<file path="config.mk">
export PLATFORM = sky130hd
export DESIGN_NAME = mv_mac_array
export DESIGN_NICKNAME = d
export VERILOG_FILES = /design/src/rtl/mv_mac_array.sv
export SDC_FILE = /design/constraint.sdc
export NUM_CORES = 2
export LEC_CHECK = 0
export BUFFER_PORTS_ARGS = -buffer_cell sky130_fd_sc_hd__buf_4
export CORE_ASPECT_RATIO = 1.2
export CORE_MARGIN = 8
export CORE_UTILIZATION = 50
export CTS_BUF_LIST = sky130_fd_sc_hd__clkbuf_16
export DETAILED_ROUTE_END_ITERATION = 8
export HOLD_SLACK_MARGIN = 0.08
export PLACE_DENSITY_LB_ADDON = 0.15
export SLEW_MARGIN = 20
export SYNTH_ARGS = -nofsm -noshare
export SYNTH_HDL_FRONTEND = slang
export SYNTH_SLANG_ARGS = --single-unit
</file>
<file path="constraint.sdc">
create_clock -name clk -period 25.9 [get_ports clk]
set_clock_uncertainty 0.2 [all_clocks]
set_input_delay 5.18 -clock clk [delete_from_list [all_inputs] [get_ports clk]]
set_output_delay 5.18 -clock clk [all_outputs]
set_load 0.01 [all_outputs]
</file>
<file path="src/rtl/mv_mac_array.sv">
module mv_mac_array #(
  parameter int ROWS   = 4,
  parameter int COLS   = 4,
  parameter int BW     = 8,
  parameter int BIAS_W = 2*BW,
  localparam int ACC_W = 2*BW + $clog2(COLS) + 1
) (
  input  logic                      clk,
  input  logic                      rst_n,
  input  logic                      start,
  input  logic [ROWS*COLS*BW-1:0]   weights,
  input  logic [COLS*BW-1:0]        acts,
  input  logic [ROWS*BIAS_W-1:0]    biases,
  output logic                      busy,
  output logic                      done,
  output logic [ROWS*ACC_W-1:0]     result
);

  typedef enum logic {S_IDLE, S_ACCUM} state_t;
  state_t state;

  logic signed [2*BW-1:0]  prod    [ROWS][COLS];
  logic signed [ACC_W-1:0] row_sum [ROWS];
  logic signed [ACC_W-1:0] acc     [ROWS];

  for (genvar n = 0; n < ROWS; n++) begin : g_row
    for (genvar m = 0; m < COLS; m++) begin : g_pe
      assign prod[n][m] = $signed(weights[(n*COLS+m)*BW +: BW]) * $signed(acts[m*BW +: BW]);
    end

    always_comb begin
      row_sum[n] = '0;
      for (int m = 0; m < COLS; m++)
        row_sum[n] = row_sum[n] + ACC_W'(prod[n][m]);
    end

    assign result[n*ACC_W +: ACC_W] = acc[n];
  end

  assign busy = (state == S_ACCUM);

  always_ff @(posedge clk) begin
    if (!rst_n) begin
      state <= S_IDLE;
      done  <= 1'b0;
      for (int n = 0; n < ROWS; n++) acc[n] <= '0;
    end else begin
      done <= 1'b0;
      case (state)
        S_IDLE: if (start) begin
          for (int n = 0; n < ROWS; n++)
            acc[n] <= ACC_W'($signed(biases[n*BIAS_W +: BIAS_W]));
          state <= S_ACCUM;
        end
        S_ACCUM: begin
          for (int n = 0; n < ROWS; n++)
            acc[n] <= acc[n] + row_sum[n];
          done  <= 1'b1;
          state <= S_IDLE;
        end
        default: state <= S_IDLE;
      endcase
    end
  end

endmodule

</file>
==> flow_summary.yaml <==
logic_synthesis:
  synth-edff-count: 76
  syn_inst: 5075
  async_reset_ff_frac: 0
  synth_seq_cells: 78
  synth_top_cell_area_share: 0.563
  syn_nets: 7103
  synth_area_leaders: "fa_1, inv_1, ha_1, and2_1, edfxtp_1"
  synth_area_leader_cell: "fa_1"
  synth_cell_type_count: 50
  ys_seq_area_frac: 0.0464
  syn_area_mm2: 0.0501
  syn_area_per_cell_um2: 9.87
  synth_ff_type: "edfxtp_1"
  synth_warnings: 0
timing:
  slew_violations: 0
  fmax_mhz: 79.8
  worst_pin_slew_ns: 1.07
  period_needed_ns: 12.54
  rsz0062_at_grt: "no"
  hold_viol_final: 0
  finalCritPeriodShare: 0.484
  finalSetupViolations: 0
  setup_tns_ns: 0
  max_slew_margin: 0.288
placement:
  hpwl_um: 115000
  place_congestion: 0.871
  io_buffers: 304
worst_setup_path:
  critical_path_arrival_ns: 12.49
  r2r-end: "acc[1][17]$_SDFFCE_PP0P_"
  r2r-start: "acc[1][5]$_SDFFCE_PP0P_"
  r2r_slack_ns: 18.81
  critPathCaptureType: "flop"
  critPathKind: "in2reg"
  cp_max_fo: 32
  cp.required_ns: 25.86
  cp-endpoint: "acc[3][15]$_DFFE_PP_"
  reg2regPathDepth: 22
  critPathLaunch: "acts[0]"
  crit_path_start_kind: "input port"
clock_network:
  clkLatencyLatePin_ns: 0.43
  cts-resized-gates: 0
  clk_pin_slew_ns: 0.08
  cts_setup_buffers: 0
  cts_buffers: 9
  root_buffer: "clkbuf_16"
  clkSinkCount: 78
  cts_max_level: 3
  clock_path_buffers: 2
  cts_hold_buf: 0
  tritoncts: "yes"
finish:
  syn_to_final_growth_pct: 7.58
  final_nets: 7292
  drive_above_1_share: 0.0643
floorplan:
  rows: 127
  start_util: 0.503
  core_mm2: 0.0996
  die_h_um: 363
  dieArea_mm2: 0.111
  die_w_um: 305
  io_pins: 305
routing:
  first_pass_iters: 6
  routed-via-count: 32900
  wl_um: 133000
  viasPerCell: 5.01
  postRouteAntennaNets: 0
  drc_errors: 0
  drt_iter0_markers: 1466
  routedWlPerCell_um: 20.1
global_routing:
  grt_max_degree: 60
  grt_remaining_overflow: 0
  antenna_found_initial: 33
  grt_pass1_vias: 38400
  grt.total_usage: 0.252
  grt_pass1_wl_um: 215000
hold_path:
  hp-start: "acc[0][0]$_DFFE_PP_"
  hold_class: "reg2reg"
job:
  maxCapViolCount: 0
outcome:
  status: "completed"
-- sequential cells by signal, indices dropped and copies added (netlist names) --
| register | cells |
|---|---|
| acc | 76 |
| busy | 1 |
| done | 1 |
-- area by class of cell --
| class | instances | area [µm²] |
|---|---|---|
| Antenna cell | 20 | 50.0 |
| Fill cell | 9181 | 45700 |
| Sequential cell | 78 | 2320 |
| Timing Repair Buffer | 307 | 2300 |
| Clock inverter | 7 | 81.3 |
| Tap cell | 1290 | 1610 |
| Inverter | 1591 | 5970 |
| Multi-Input combinational cell | 3277 | 41300 |
| Clock buffer | 9 | 225 |
-- per-stage QoR --
stage / instances / util / cell area, µm² / hold slack [ns] / setup WS [ns]
2_1_floorplan: 5075 / - / 50100 / 0.648 / 13.85
3_3_place_gp: 6543 / 0.537 / 53500 / 0.601 / 13.08
3_5_place_dp: 6543 / 0.537 / 53500 / 0.622 / 12.88
4_1_cts: 6559 / 0.540 / 53800 / 0.642 / 13.35
5_1_grt: 6570 / 0.541 / 53900 / 0.682 / 12.91
6_report: 6579 / 0.541 / 53900 / 0.637 / 13.36
-- Yosys cell counts (43+ instances only) --
master    instances
and2_1          439
clkbuf_1        118
edfxtp_1         76
fa_1           1409
ha_1            392
inv_1          1590
nand2_1         517
nand2b_1         66
nor2_1           43
nor2b_1          46
o21ai_0          84
xnor2_1          93
-- worst max-delay path, stage by stage --
cell and delay (ns):
buf_4 0.41, nand2_1 0.58, fa_1 0.66, fa_1 0.56, inv_1 0.05, fa_1 0.47, fa_1 0.55, inv_1 0.05
fa_1 0.50, inv_1 0.06, fa_1 0.50, fa_1 0.53, inv_1 0.06, fa_1 0.47, inv_1 0.04, ha_1 0.24
or4_1 0.51, a211oi_1 0.26, nor3_1 0.11, a31oi_1 0.29, nor2_1 0.12, xnor2_1 0.15, o21ai_0 0.08
-- per-layer routing --
layer / GRT usage / vias up / wire length, µm
met3: 0.0465 / 140 / 7250
met1: 0.314 / 17300 / 53400
met5: 0 / - / 160
met2: 0.446 / 707 / 68100
met4: 0.0710 / 24 / 3590
li1: - / 14700 / -
-- placed cells by master, fill, tap and decap left out, types with 43 or more instances in the layout --
master | netlist | final
inv_1 | 1590 | 1592
fa_1 | 1409 | 1409
nand2_1 | 517 | 516
and2_1 | 439 | 439
ha_1 | 392 | 392
buf_4 | 0 | 307
xnor2_1 | 93 | 93
o21ai_0 | 84 | 84
edfxtp_1 | 76 | 76
nand2b_1 | 66 | 66
nor2b_1 | 46 | 46
nor2_1 | 43 | 43
-- worst min path at each step --
stage / cells past startpoint / slack (ns) / end
after global routing: 3 / 0.68 / acc[1][0]$_SDFFCE_PP0P_
after global placement: 3 / 0.60 / acc[0][0]$_DFFE_PP_
after detailed placement: 3 / 0.62 / acc[0][0]$_DFFE_PP_
after floorplan: 3 / 0.65 / acc[1][0]$_SDFFCE_PP0P_
after CTS: 3 / 0.64 / acc[0][0]$_DFFE_PP_
final: 3 / 0.64 / acc[0][0]$_DFFE_PP_
-- cells by family after synthesis --
kind of cell / Yosys count / share of synthesized area
adders and majority gates: 1801 / 0.661
buffers and inverters: 1720 / 0.129
and+or+nand+nor: 1147 / 0.115
AOI/OAI and AO/OA: 212 / 0.0279
xor gates and xnor gates: 116 / 0.0203
DFF: 78 / 0.0464
muxes: 1 / 0.000200
Power is left out: the tool's default activity adds up to more than one toggle a clock period on the data nets, which glitch-free logic cannot reach.
